[src/rtl/pp_dma_pkg.sv]
package pp_dma_pkg;

    localparam int REG_W = 32;

    typedef enum logic [2:0] {
        SEL_CFG    = 3'd0,
        SEL_SET    = 3'd1,
        SEL_CLR    = 3'd2,
        SEL_STAT   = 3'd3,
        SEL_ADDR_A = 3'd4,
        SEL_CNT_A  = 3'd5,
        SEL_ADDR_B = 3'd6,
        SEL_CNT_B  = 3'd7
    } reg_sel_e;

    typedef struct packed {
        logic [23:0] dev_addr;
        logic [3:0]  dev_sel;
        logic        wide;
        logic        burst;
        logic        big_end;
        logic        rx;
    } dev_cfg_t;

    typedef struct packed {
        logic biu;
        logic start_b;
        logic done_b;
        logic start_a;
        logic done_a;
        logic ie;
        logic run;
    } chan_ctl_t;

    localparam int CTL_W = $bits(chan_ctl_t);
    localparam int SW_W  = CTL_W - 1;

    function automatic logic [1:0] beat_bytes(input logic wide);
        return wide ? 2'd2 : 2'd1;
    endfunction

endpackage

[src/rtl/pp_dma_ctl.sv]
module pp_dma_ctl
    import pp_dma_pkg::*;
(
    input  logic            clk,
    input  logic            rst,
    input  logic            set_we,
    input  logic            clr_we,
    input  logic [SW_W-1:0] sw_bits,
    input  logic            complete,
    output chan_ctl_t       ctl,
    output logic            irq
);

    chan_ctl_t       ctl_nxt;
    logic [SW_W-1:0] low;

    always_comb begin
        low = ctl[SW_W-1:0];
        if (set_we) low = low | sw_bits;
        if (clr_we) low = low & ~sw_bits;
        ctl_nxt = chan_ctl_t'({ctl.biu, low});
        if (complete) begin
            if (ctl.biu) begin
                ctl_nxt.done_b  = 1'b1;
                ctl_nxt.start_b = 1'b0;
            end else begin
                ctl_nxt.done_a  = 1'b1;
                ctl_nxt.start_a = 1'b0;
            end
            ctl_nxt.biu = ~ctl.biu;
        end
    end

    always_ff @(posedge clk) begin
        if (rst) ctl <= '0;
        else     ctl <= ctl_nxt;
    end

    assign irq = ctl.ie & (ctl.done_a | ctl.done_b);

    assert_done_a_sticky_R9: assert property (@(posedge clk) disable iff (rst)
        (ctl.done_a && !(clr_we && sw_bits[2])) |=> ctl.done_a);

    assert_done_b_sticky_R9: assert property (@(posedge clk) disable iff (rst)
        (ctl.done_b && !(clr_we && sw_bits[4])) |=> ctl.done_b);

    assert_swap_on_complete_R7: assert property (@(posedge clk) disable iff (rst)
        complete |=> (ctl.biu != $past(ctl.biu)));

endmodule

[src/rtl/pp_dma_desc.sv]
module pp_dma_desc #(
    parameter int ADDR_W = 32,
    parameter int CNT_W  = 13
) (
    input  logic              clk,
    input  logic              rst,
    input  logic              wr_addr,
    input  logic              wr_cnt,
    input  logic [ADDR_W-1:0] wdata,
    input  logic              lock,
    input  logic              adv,
    input  logic [1:0]        step,
    output logic [ADDR_W-1:0] addr,
    output logic [CNT_W-1:0]  cnt
);

    logic [CNT_W-1:0] step_c;
    assign step_c = CNT_W'(step);

    always_ff @(posedge clk) begin
        if (rst) begin
            addr <= '0;
            cnt  <= '0;
        end else if (adv) begin
            addr <= addr + ADDR_W'(step);
            cnt  <= (cnt <= step_c) ? '0 : cnt - step_c;
        end else if (!lock) begin
            if (wr_addr) addr <= wdata;
            if (wr_cnt)  cnt  <= wdata[CNT_W-1:0];
        end
    end

    assert_locked_write_R3: assert property (@(posedge clk) disable iff (rst)
        (lock && !adv) |=> ($stable(addr) && $stable(cnt)));

    assert_addr_step_R6: assert property (@(posedge clk) disable iff (rst)
        adv |=> (addr == $past(addr) + ADDR_W'($past(step))));

endmodule

[src/rtl/pp_dma_seq.sv]
module pp_dma_seq
    import pp_dma_pkg::*;
#(
    parameter int CNT_W = 13
) (
    input  logic             clk,
    input  logic             rst,
    input  chan_ctl_t        ctl,
    input  logic             alloc,
    input  logic [CNT_W-1:0] cnt_act,
    input  logic [1:0]       step,
    input  logic             periph_req,
    input  logic             xfer_ready,
    output logic             inflight,
    output logic             adv,
    output logic             complete
);

    logic start_act, may_go, empty, last, issue;

    assign start_act = ctl.biu ? ctl.start_b : ctl.start_a;
    assign may_go    = !inflight && ctl.run && alloc && start_act;
    assign empty     = (cnt_act == '0);
    assign last      = (cnt_act <= CNT_W'(step));
    assign adv       = inflight && xfer_ready;
    assign complete  = (adv && last) || (may_go && empty);
    assign issue     = may_go && !empty && periph_req;

    always_ff @(posedge clk) begin
        if (rst)        inflight <= 1'b0;
        else if (adv)   inflight <= 1'b0;
        else if (issue) inflight <= 1'b1;
    end

    assert_hold_until_ready_R5: assert property (@(posedge clk) disable iff (rst)
        (inflight && !xfer_ready) |=> inflight);

    assert_unalloc_quiet_R4: assert property (@(posedge clk) disable iff (rst)
        (!alloc && !inflight) |=> !inflight);

    assert_paused_quiet_R8: assert property (@(posedge clk) disable iff (rst)
        (!ctl.run && !inflight) |=> !inflight);

endmodule

[src/rtl/pp_dma_channel.sv]
module pp_dma_channel
    import pp_dma_pkg::*;
#(
    parameter int ADDR_W = 32,
    parameter int CNT_W  = 13
) (
    input  logic              clk,
    input  logic              rst,
    input  logic              reg_we,
    input  logic [2:0]        reg_sel,
    input  logic [31:0]       reg_wdata,
    output logic [31:0]       reg_rdata,
    input  logic              periph_req,
    input  logic              xfer_ready,
    output logic              xfer_valid,
    output logic [ADDR_W-1:0] xfer_addr,
    output logic              xfer_rx,
    output logic              xfer_wide,
    output logic [3:0]        xfer_dev,
    output logic              irq
);

    localparam int NBUF = 2;

    reg_sel_e  sel;
    dev_cfg_t  cfg;
    chan_ctl_t ctl;
    logic      inflight, adv, complete, alloc;
    logic [1:0] step;
    logic [NBUF-1:0] start_v;
    logic [ADDR_W-1:0] addr_q [NBUF];
    logic [CNT_W-1:0]  cnt_q  [NBUF];
    logic [REG_W-1:0]  stat_word;

    assign sel     = reg_sel_e'(reg_sel);
    assign alloc   = |cfg;
    assign step    = beat_bytes(cfg.wide);
    assign start_v = {ctl.start_b, ctl.start_a};

    always_ff @(posedge clk) begin
        if (rst)                           cfg <= '0;
        else if (reg_we && sel == SEL_CFG) cfg <= dev_cfg_t'(reg_wdata);
    end

    pp_dma_ctl u_ctl (
        .clk      (clk),
        .rst      (rst),
        .set_we   (reg_we && sel == SEL_SET),
        .clr_we   (reg_we && sel == SEL_CLR),
        .sw_bits  (reg_wdata[SW_W-1:0]),
        .complete (complete),
        .ctl      (ctl),
        .irq      (irq)
    );

    for (genvar b = 0; b < NBUF; b++) begin : g_desc
        localparam reg_sel_e ADDR_SEL = (b == 0) ? SEL_ADDR_A : SEL_ADDR_B;
        localparam reg_sel_e CNT_SEL  = (b == 0) ? SEL_CNT_A  : SEL_CNT_B;
        logic in_use;
        assign in_use = (ctl.biu == 1'(b));

        pp_dma_desc #(.ADDR_W(ADDR_W), .CNT_W(CNT_W)) u_desc (
            .clk     (clk),
            .rst     (rst),
            .wr_addr (reg_we && sel == ADDR_SEL),
            .wr_cnt  (reg_we && sel == CNT_SEL),
            .wdata   (reg_wdata[ADDR_W-1:0]),
            .lock    (start_v[b] || (inflight && in_use)),
            .adv     (adv && in_use),
            .step    (step),
            .addr    (addr_q[b]),
            .cnt     (cnt_q[b])
        );
    end

    pp_dma_seq #(.CNT_W(CNT_W)) u_seq (
        .clk        (clk),
        .rst        (rst),
        .ctl        (ctl),
        .alloc      (alloc),
        .cnt_act    (cnt_q[ctl.biu]),
        .step       (step),
        .periph_req (periph_req),
        .xfer_ready (xfer_ready),
        .inflight   (inflight),
        .adv        (adv),
        .complete   (complete)
    );

    assign xfer_valid = inflight;
    assign xfer_addr  = addr_q[ctl.biu];
    assign xfer_rx    = cfg.rx;
    assign xfer_wide  = cfg.wide;
    assign xfer_dev   = cfg.dev_sel;

    assign stat_word = REG_W'({ctl.biu, ctl.start_b, ctl.done_b, ctl.start_a,
                               ctl.done_a, ctl.ie, ctl.run | inflight});

    always_comb begin
        unique case (sel)
            SEL_CFG:    reg_rdata = cfg;
            SEL_ADDR_A: reg_rdata = REG_W'(addr_q[0]);
            SEL_CNT_A:  reg_rdata = REG_W'(cnt_q[0]);
            SEL_ADDR_B: reg_rdata = REG_W'(addr_q[1]);
            SEL_CNT_B:  reg_rdata = REG_W'(cnt_q[1]);
            default:    reg_rdata = stat_word;
        endcase
    end

    assert_addr_held_R5: assert property (@(posedge clk) disable iff (rst)
        (xfer_valid && !xfer_ready) |=> (xfer_valid && $stable(xfer_addr)));

endmodule

[config.mk]
export PLATFORM = sky130hd
export DESIGN_NAME = pp_dma_channel
export DESIGN_NICKNAME = d
export VERILOG_FILES = /design/src/rtl/pp_dma_pkg.sv /design/src/rtl/pp_dma_ctl.sv /design/src/rtl/pp_dma_desc.sv /design/src/rtl/pp_dma_seq.sv /design/src/rtl/pp_dma_channel.sv
export SDC_FILE = /design/constraint.sdc
export NUM_CORES = 1
export LEC_CHECK = 0
export ABC_AREA = 0
export BUFFER_PORTS_ARGS = -buffer_cell sky130_fd_sc_hd__buf_2
export CAP_MARGIN = 20
export CORE_MARGIN = 4
export CORE_UTILIZATION = 55
export DETAILED_ROUTE_END_ITERATION = 12
export PLACE_DENSITY_LB_ADDON = 0.15
export SLEW_MARGIN = 10
export SYNTH_ARGS = -nofsm -noshare
export SYNTH_HDL_FRONTEND = slang
export SYNTH_HIERARCHICAL = 1
export SYNTH_SLANG_ARGS = --single-unit
export TNS_END_PERCENT = 30
[constraint.sdc]
create_clock -name clk -period 2.9 [get_ports clk]
set_input_delay 0.145 -clock clk [delete_from_list [all_inputs] [get_ports clk]]
set_output_delay 0.145 -clock clk [all_outputs]
set_load 0.01 [all_outputs]
==> results of run 1 <==
[worst min-delay path, cell delays in order]
cell and delay (ns):
buf_2 0.13, nand2_1 0.06, a21oi_1 0.05
[stage by stage]
stage / instances / hold WS (ns) / util / power, W / area, µm²
floorplan: 1125 / 0.207 / - / 0.00224 / 9000
global placement: 1414 / 0.417 / 0.612 / 0.00244 / 9760
detailed placement: 1414 / 0.420 / 0.612 / 0.00244 / 9760
CTS: 1459 / 0.00387 / 0.661 / 0.00483 / 10500
global route: 1459 / 0.0166 / 0.661 / 0.00497 / 10500
finish: 1459 / 0.0132 / 0.661 / 0.00486 / 10500
[layer usage]
| layer | track usage | part of all wire | up-vias |
|---|---|---|---|
| met5 | 0 | 0 | - |
| met4 | 0.102 | 0.023 | 0 |
| met3 | 0.0918 | 0.12 | 73 |
| met2 | 0.520 | 0.43 | 609 |
| met1 | 0.504 | 0.43 | 4587 |
| li1 | - | - | 4403 |
[registers in the layout (all words and copies together), names as in the netlist]
| name | cells |
|---|---|
| u_seq/inflight | 1 |
| xfer_rx | 1 |
| g_desc.u_desc/addr | 64 |
| g_desc.u_desc/cnt | 26 |
| u_ctl/ctl | 7 |
| xfer_dev | 4 |
| cfg | 26 |
| xfer_wide | 1 |
[final cells by class]
cell class	instances	area share
Clock buffer	19	0.0420
Clock inverter	13	0.0197
Inverter	28	0.00998
Multi-Input combinational cell	888	0.560
Sequential cell	130	0.247
Tap cell	216	0.0257
Timing Repair Buffer	165	0.0957
[path summary, 6_finish.rpt]
kind                  from        endpoint  slack (ns)  depth (start not counted)
min          reg_wdata[13]         cfg[13]        0.01                          3
min reg2reg        cfg[15]         cfg[15]        0.47                          2
max           u_ctl/ctl[6]  u_seq/inflight        0.22                          6
max reg2reg   u_ctl/ctl[6]  u_seq/inflight        0.22                          6
[synth_stat cells, types with 6 or more instances]
master / n
nand2_1: 156
dfxtp_1: 130
nor2_1: 99
a21oi_1: 88
mux2_1: 64
clkbuf_1: 41
and3_1: 31
mux2i_1: 29
nand3_1: 28
nor3_1: 28
a22oi_1: 26
a31oi_1: 26
inv_1: 26
nand4_1: 25
nor4_1: 23
o21ai_0: 23
a211oi_1: 20
buf_2: 19
o211ai_1: 12
o22ai_1: 12
a311oi_1: 10
ha_1: 10
buf_4: 9
mux4_2: 9
nor2b_1: 9
and2_1: 8
o21ai_1: 8
nand2b_1: 7
xnor2_1: 7
o31a_1: 6
xor2_1: 6
[report_power, final]
group          internal [W]  leakage, nW  switching (W)
Clock               0.00155        0.317       0.000866
Sequential          0.00183         1.05      0.0000670
Combinational      0.000208         2.79       0.000336
[cell families (layout without fill, tap and decap cells)]
group	count (synthesis)	in the layout	share of synthesized area
DFF	130	130	0.289
and+or+nand+nor	465	465	0.261
xor gates and xnor gates	13	13	0.0126
buffers and inverters	107	225	0.0574
AOI/OAI and AO/OA	292	292	0.219
adders and majority gates	14	14	0.0228
muxes	104	104	0.137
==> results.toml, run 1 <==
[status]
run_status = "completed"

[layout]
area_growth_syn_to_layout_pct = 17.0
multi_input_area_mm2 = 0.00590
antenna_cells = 0
final_nets = 1284
drive_gt1_frac = 0.186
final_cell_mix = "nand2_1, dfxtp_1, buf_2"
final_common_cell = "nand2_1"
seqCellArea_mm2 = 0.00260
nFillCells = 1380

[route]
drt-total-wl_mm = 32.5
drt_iter0_markers = 1399
dr.pass1.iters = 6
vias_per_cell = 6.63
drc_errors = 0
avgRoutedWirePerCell_um = 22.3
final_antenna_net_count = 0
vias = 9672

[global_routing]
grt_max_degree = 54
grt_pass1_wl_mm = 50.7
grt_pass1_vias = 8914
grtUsageTotal = 0.351
antenna_found_initial = 0
overflow = 0

[synthesis]
netlist_top_cells_area = "dfxtp_1, mux2_1, nand2_1"
synth.cell_area_mm2 = 0.00900
synth-seq-cells = 130
yosys.area.top_type = "dfxtp_1"
synth_ff_type = "dfxtp_1"
ys.warnings.count = 6
netlist_instances = 1125
async_flop_share = 0
yosys.cell_types.count = 83
synth.avg_cell_area_um2 = 8.00
synth_edf_count = 0
synth-seq-area-share = 0.289
netlist.area_leader.share = 0.289
syn-num-nets = 1179

[floorplanning]
die_area_mm2 = 0.0185
start_util = 0.565
die_h_um = 136
die_x_um = 136
rows = 46
ios = 112
core-area_mm2 = 0.0159

[worst_setup_path]
cp.buffers_inverters = 1
critPathKind = "flip-flop to flip-flop"
cpPeakStageDelay_ns = 0.65
cp_top_family = "simple AND/OR/NAND/NOR gates"
critPathArrivalTime_ns = 2.99
path_max_fanout = 20
slowest_stage = "dfxtp_2"
required_ns = 3.21
endpoint_kind = "flip-flop"
worst_setup_path_start_kind = "flip-flop"
worstPathCellList = "mux2_1 > nor4_1 > nand4_1 > nor3_2 > o21ai_1 > dlygate4sd3_1"

[placed_design]
numPortBuffers = 111
place_ws_ns = 0.348
gp_congestion = 1.02
post-dp-hpwl_mm = 23.5

[pwr]
power_density_mw_per_mm2 = 461
irDropWorstVdd_mv = 0.403
leakage_nw = 4.16

[clocking]
cts_buffers = 17
postCtsSetupRepairBufs = 0
clk_latency_ns = 0.43
cts_buffer_depth = 2
clkTransAtPathRegs_ns = 0.06
cts_tree = "built"
ctsResizeCount = 0
hold_buffers = 13
cts.sinks = 130
root_buffer = "clkbuf_16"
cts_htree_levels = 4

[timing]
setup_tns_ns = 0
fmax_mhz = 373
tightest_slew_ns = 0.850
max_slew_margin = 0.428
setup_ws_ns = 0.222
skew_ns = 0.00629
fin_crit_sh = 0.923
final-hold-violation-count = 0
setup_viol = 0
finalCriticalPeriod_ns = 2.68
final_max_slew_viol_count = 0
rsz0062_at_grt = "no"

[min_path]
min_path_type = "input pin to flip-flop"

[run]
max-cap-violations = 0
Note: power is estimated with default switching activity, not from simulation.
==> inputs of run 2 (changes only) <==
--- a/config.mk
+++ b/config.mk
@@ -9,7 +9,7 @@
 export BUFFER_PORTS_ARGS = -buffer_cell sky130_fd_sc_hd__buf_2
 export CAP_MARGIN = 20
 export CORE_MARGIN = 4
-export CORE_UTILIZATION = 55
+export CORE_UTILIZATION = 59
 export DETAILED_ROUTE_END_ITERATION = 12
 export PLACE_DENSITY_LB_ADDON = 0.15
 export SLEW_MARGIN = 10
==> run 2 against run 1 <==
Effect of this change:
- combinational power fell by 0.9%
- die area is 6.4% lower
- final area shrank 2.3%
- worst hold slack hardly changed
- largest power group unchanged
- total power is 5.4% lower
- highest routed layer unchanged
- critical path depth grew 3
- register-to-register slack gained 0.06 ns
- wire length grew 0.12%
- clock-buffer cell count unchanged
- critical endpoint is now g_desc[1].u_desc/addr[30]
- first-iteration DRC count up 11%
==> results.toml, run 2 (synthesized netlist as in run 1, its figures left out) <==
[timing]
rsz0062_at_grt = "no"
final_max_slew_viol_count = 0
fin_crit_sh = 0.902
setup_tns_ns = 0
setup_ws_ns = 0.285
skew_ns = 0.00986
max_slew_margin = 0.450
finalCriticalPeriod_ns = 2.62
setup_viol = 0
tightest_slew_ns = 0.821
fmax_mhz = 382
final-hold-violation-count = 0

[floorplanning]
core-area_mm2 = 0.0148
rows = 44
start_util = 0.610
die_x_um = 132
die_h_um = 132
ios = 112
die_area_mm2 = 0.0173

[route]
drt_iter0_markers = 1558
avgRoutedWirePerCell_um = 23.0
final_antenna_net_count = 0
vias_per_cell = 6.93
drt-total-wl_mm = 32.6
dr.pass1.iters = 6
vias = 9794
drc_errors = 0

[placed_design]
post-dp-hpwl_mm = 23.2
dpl-instance-area_mm2 = 0.00969
dp.cells = 1380
numPortBuffers = 111
place_ws_ns = 0.393
gp_congestion = 0.981

[layout]
antenna_cells = 0
final_nets = 1272
final_common_cell = "nand2_1"
seqCellArea_mm2 = 0.00260
largest-register = "g_desc.u_desc/addr"
nFillCells = 1209
drive_gt1_frac = 0.184
instances_no_fill = 1413
final_cell_mix = "nand2_1, dfxtp_1, buf_2"
largest_reg_flops = 64
area_growth_syn_to_layout_pct = 14.3
reg_top3 = "g_desc.u_desc/addr x64, cfg x26, g_desc.u_desc/cnt x26"
final_area_mm2 = 0.0103
multi_input_area_mm2 = 0.00590

[clocking]
cts_tree = "built"
ctsResizeCount = 0
cts_htree_levels = 4
cts_buffers = 17
cts_buffer_depth = 2
cts.sinks = 130
clkTransAtPathRegs_ns = 0.06
root_buffer = "clkbuf_16"
clk_latency_ns = 0.43

[global_routing]
grt_max_degree = 53
grt_pass1_wl_mm = 49.9
grt_pass1_vias = 8681
antenna_found_initial = 0
grtUsageTotal = 0.361
overflow = 0

[pwr]
irDropWorstVdd_mv = 0.440
leakage_nw = 4.05
p_total_w = 0.00460
power_density_mw_per_mm2 = 447

[worst_setup_path]
path_max_fanout = 6
required_ns = 3.23
endpoint_kind = "flip-flop"
critPathArrivalTime_ns = 2.94
worst_setup_path_start_kind = "flip-flop"
critPathKind = "flip-flop to flip-flop"

[min_path]
min_path_type = "input pin to flip-flop"

[status]
run_status = "completed"

[run]
max-cap-violations = 0
==> run 2: cell types whose count changed in the layout (fill, tap and decap cells not counted), sizes merged <==
cell / change
dlygate4sd3: -10
clkinvlp: +3
buf: -2
bufinv: -2
clkinv: -2
inv: -1
==> run 2: cell type report <==
type                       instances  share of cell area
sequential                       130               0.253
clock inverter                    11              0.0136
timing repair buffer             153              0.0856
clock buffer                      19              0.0421
multi-input combinational        888               0.573
tap                              184              0.0224
inverter                          28              0.0102
==> run 2: worst paths after layout <==
kind | start | to | slack, ns | cells past startpoint
min reg2reg | cfg[16] | cfg[16] | 0.47 | 2
max | xfer_wide | g_desc[1].u_desc/addr[30] | 0.28 | 9
min | reg_wdata[30] | cfg[30] | 0.01 | 3
max reg2reg | xfer_wide | g_desc[1].u_desc/addr[30] | 0.28 | 9
==> run 2: stage by stage <==
stage | util | hold WS [ns]
after global routing | 0.698 | 0.0185
after floorplan | - | 0.207
after global placement | 0.657 | 0.426
final | 0.698 | 0.0132
after CTS | 0.698 | 0.00306
after detailed placement | 0.657 | 0.435
==> run 2: critical path, stage by stage (launching register included) <==
cell,delay (ns)
dfxtp_1,0.31
inv_1,0.16
ha_1,0.22
inv_1,0.06
fa_1,0.46
and4b_1,0.39
and2_0,0.34
nand4_1,0.16
xor2_1,0.17
a211oi_1,0.24
==> run 2: timing repair <==
item | in CTS | in global routing
endpoints found under the hold margin | 3 | 0
setup buffers | 0 | 0
hold buffers | 3 | 0
==> run 2: layer usage <==
| metal | up-vias | track usage | part of all wire |
|---|---|---|---|
| li1 | 4380 | - | - |
| met1 | 4574 | 0.514 | 0.40 |
| met2 | 731 | 0.507 | 0.42 |
| met3 | 109 | 0.117 | 0.14 |
| met4 | 0 | 0.135 | 0.035 |
| met5 | - | 0 | 0 |
==> run 2: power by group <==
part,switching (W),internal (W),leakage [nW]
logic,0.000342,0.000197,2.73
registers,0.0000681,0.00183,1.05
clock network,0.000826,0.00133,0.270
==> inputs of run 3 (changes only) <==
--- a/config.mk
+++ b/config.mk
@@ -12,6 +12,7 @@
 export CORE_UTILIZATION = 59
 export DETAILED_ROUTE_END_ITERATION = 12
 export PLACE_DENSITY_LB_ADDON = 0.15
+export REMOVE_ABC_BUFFERS = 1
 export SLEW_MARGIN = 10
 export SYNTH_ARGS = -nofsm -noshare
 export SYNTH_HDL_FRONTEND = slang
==> run 3 against run 2 <==
Effect of this change:
- register-to-register slack lost 0.06 ns
- combinational power grew 0.7%
- core utilization grew 1.4 points
- non-clock buffer count grew 23
- critical path type unchanged
- die area is the same
- via count shrank 0.50%
- critical path depth grew 1
- worst setup slack lost 0.056 ns
- largest power group unchanged
- final area grew 2.1%
- global-route usage shrank 0.94 points
- clock skew shrank 0.0019 ns
==> results.toml, run 3 (synthesized netlist as in run 1, its figures left out) <==
[global_routing]
grt_pass1_wl_mm = 49.1
overflow = 0
grt_pass1_vias = 9026
grtUsageTotal = 0.352
antenna_found_initial = 0
grt_max_degree = 64

[floorplanning]
die_area_mm2 = 0.0173
core-area_mm2 = 0.0148
ios = 112
start_util = 0.610
die_h_um = 132
die_x_um = 132
rows = 44

[worst_setup_path]
r2r-end = "g_desc[1].u_desc/addr[12]"
worstRegToRegCells = 10
endpoint_kind = "flip-flop"
required_ns = 3.18
worstPathCellList = "inv_2 > ha_1 > inv_1 > fa_1 > and4b_1 > nand2_1 > buf_4 > o211ai_1 > o311ai_0 > nor2b_1"
slowest_stage = "dfxtp_1"
r2r_slack_ns = 0.23
crit_start = "xfer_wide"
worst_setup_path_start_kind = "flip-flop"
reg2reg_from = "xfer_wide"
critPathKind = "flip-flop to flip-flop"
critPathArrivalTime_ns = 2.95
cpPeakStageDelay_ns = 0.42
path_max_fanout = 10

[timing]
setup_viol = 0
setup_tns_ns = 0
finalCriticalPeriod_ns = 2.67
tightest_slew_ns = 0.787
fmax_mhz = 374
final_max_slew_viol_count = 0
fin_crit_sh = 0.921
max_slew_margin = 0.470
rsz0062_at_grt = "no"
setup_ws_ns = 0.229
skew_ns = 0.00800
final-hold-violation-count = 0

[layout]
final_cell_mix = "nand2_1, dfxtp_1, buf_2"
final_common_cell = "nand2_1"
largest_reg_flops = 64
reg_top3 = "g_desc.u_desc/addr x64, cfg x26, g_desc.u_desc/cnt x26"
antenna_cells = 0
area_growth_syn_to_layout_pct = 16.6
multi_input_area_mm2 = 0.00590
drive_gt1_frac = 0.188
seqCellArea_mm2 = 0.00260
final_area_mm2 = 0.0105
final_nets = 1295
largest-register = "g_desc.u_desc/addr"
nFillCells = 1208

[placed_design]
post-dp-hpwl_mm = 22.2
numPortBuffers = 111
place_ws_ns = 0.131
gp_congestion = 0.979
dpl-instance-area_mm2 = 0.00976

[clocking]
cts.sinks = 130
cts_buffers = 17
cts_tree = "built"
cts_buffer_depth = 2
cts_htree_levels = 4
clkTransAtPathRegs_ns = 0.06
postCtsSetupRepairBufs = 0
clk_latency_ns = 0.43
root_buffer = "clkbuf_16"

[min_path]
hp-start = "xfer_ready"
min_path_type = "input pin to flip-flop"
min_to = "u_seq/inflight"
hold_depth = 4

[pwr]
power_density_mw_per_mm2 = 432
p_total_w = 0.00453
leakage_nw = 4.16
irDropWorstVdd_mv = 0.363

[route]
avgRoutedWirePerCell_um = 21.8
vias_per_cell = 6.78
dr.pass1.iters = 6
vias = 9745
drc_errors = 0
final_antenna_net_count = 0
drt_iter0_markers = 1097
drt-total-wl_mm = 31.4

[status]
run_status = "completed"

[run]
max-cap-violations = 0
## run 3: cell types whose count changed in the layout (fill, tap and decap cells not counted)
cell,previous run,this run
clkinvlp_4,4,3
buf_4,40,47
buf_12,0,1
dlygate4sd3_1,3,18
clkbuf_1,2,3
inv_2,0,1
and2_1,8,10
inv_1,26,25
bufinv_16,3,2
clkbuf_8,0,1
and2_0,4,2
clkinv_2,4,6
## run 3: power by group
part | internal, W | switching (W)
sequential | 0.00183 | 0.0000650
clock | 0.00128 | 0.000820
combinational | 0.000217 | 0.000327
total | 0.00332 | 0.00121
## run 3: per-stage QoR
stage,util,std cells,hold WS [ns]
5_1_grt,0.712,1438,0.0231
3_5_place_dp,0.662,1388,0.421
6_report,0.712,1438,0.0117
4_1_cts,0.712,1438,0.00244
2_1_floorplan,-,1046,0.207
3_3_place_gp,0.662,1388,0.418
## run 3: layout make-up
cell class / instances / area share
multi-input combinational: 888 / 0.562
sequential: 130 / 0.248
timing repair buffer: 176 / 0.105
clock buffer: 21 / 0.0429
tap: 184 / 0.0219
clock inverter: 11 / 0.0107
inverter: 28 / 0.0100
## run 3: timing repair
| item | 4_1_cts | 5_1_grt |
|---|---|---|
| setup endpoints to repair | 0 | 6 |
| hold buffers | 18 | 0 |
| gates resized for setup | 0 | 3 |
| endpoints found under the hold margin | 19 | 0 |
## run 3: worst max-delay path: cells and delay by family (launching register included)
kind                     cells  cell delay [ns]
buffers and inverters        3             0.45
adder cells (fa/ha/maj)      2             0.63
AND/OR/NAND/NOR              3             0.72
AO/OA/AOI/OAI                2             0.30
flip-flops                   1             0.42
## run 3: worst max-delay path by stage
stage / slack [ns] / endpoint / cells past startpoint
after CTS: 0.12 / g_desc[0].u_desc/addr[28] / 9
after global routing: 0.06 / g_desc[1].u_desc/addr[12] / 10
after floorplan: -1.43 / g_desc[0].u_desc/addr[6] / 6
after detailed placement: 0.13 / g_desc[0].u_desc/addr[28] / 9
after global placement: 0.24 / g_desc[0].u_desc/addr[30] / 9
final: 0.23 / g_desc[1].u_desc/addr[12] / 10
## run 3: routing by layer
layer	GRT usage	routed length (µm)	vias up
li1	-	-	4435
met1	0.452	12300	4569
met2	0.568	14500	617
met3	0.0539	2810	124
met4	0.195	1830	0
met5	0	0	-
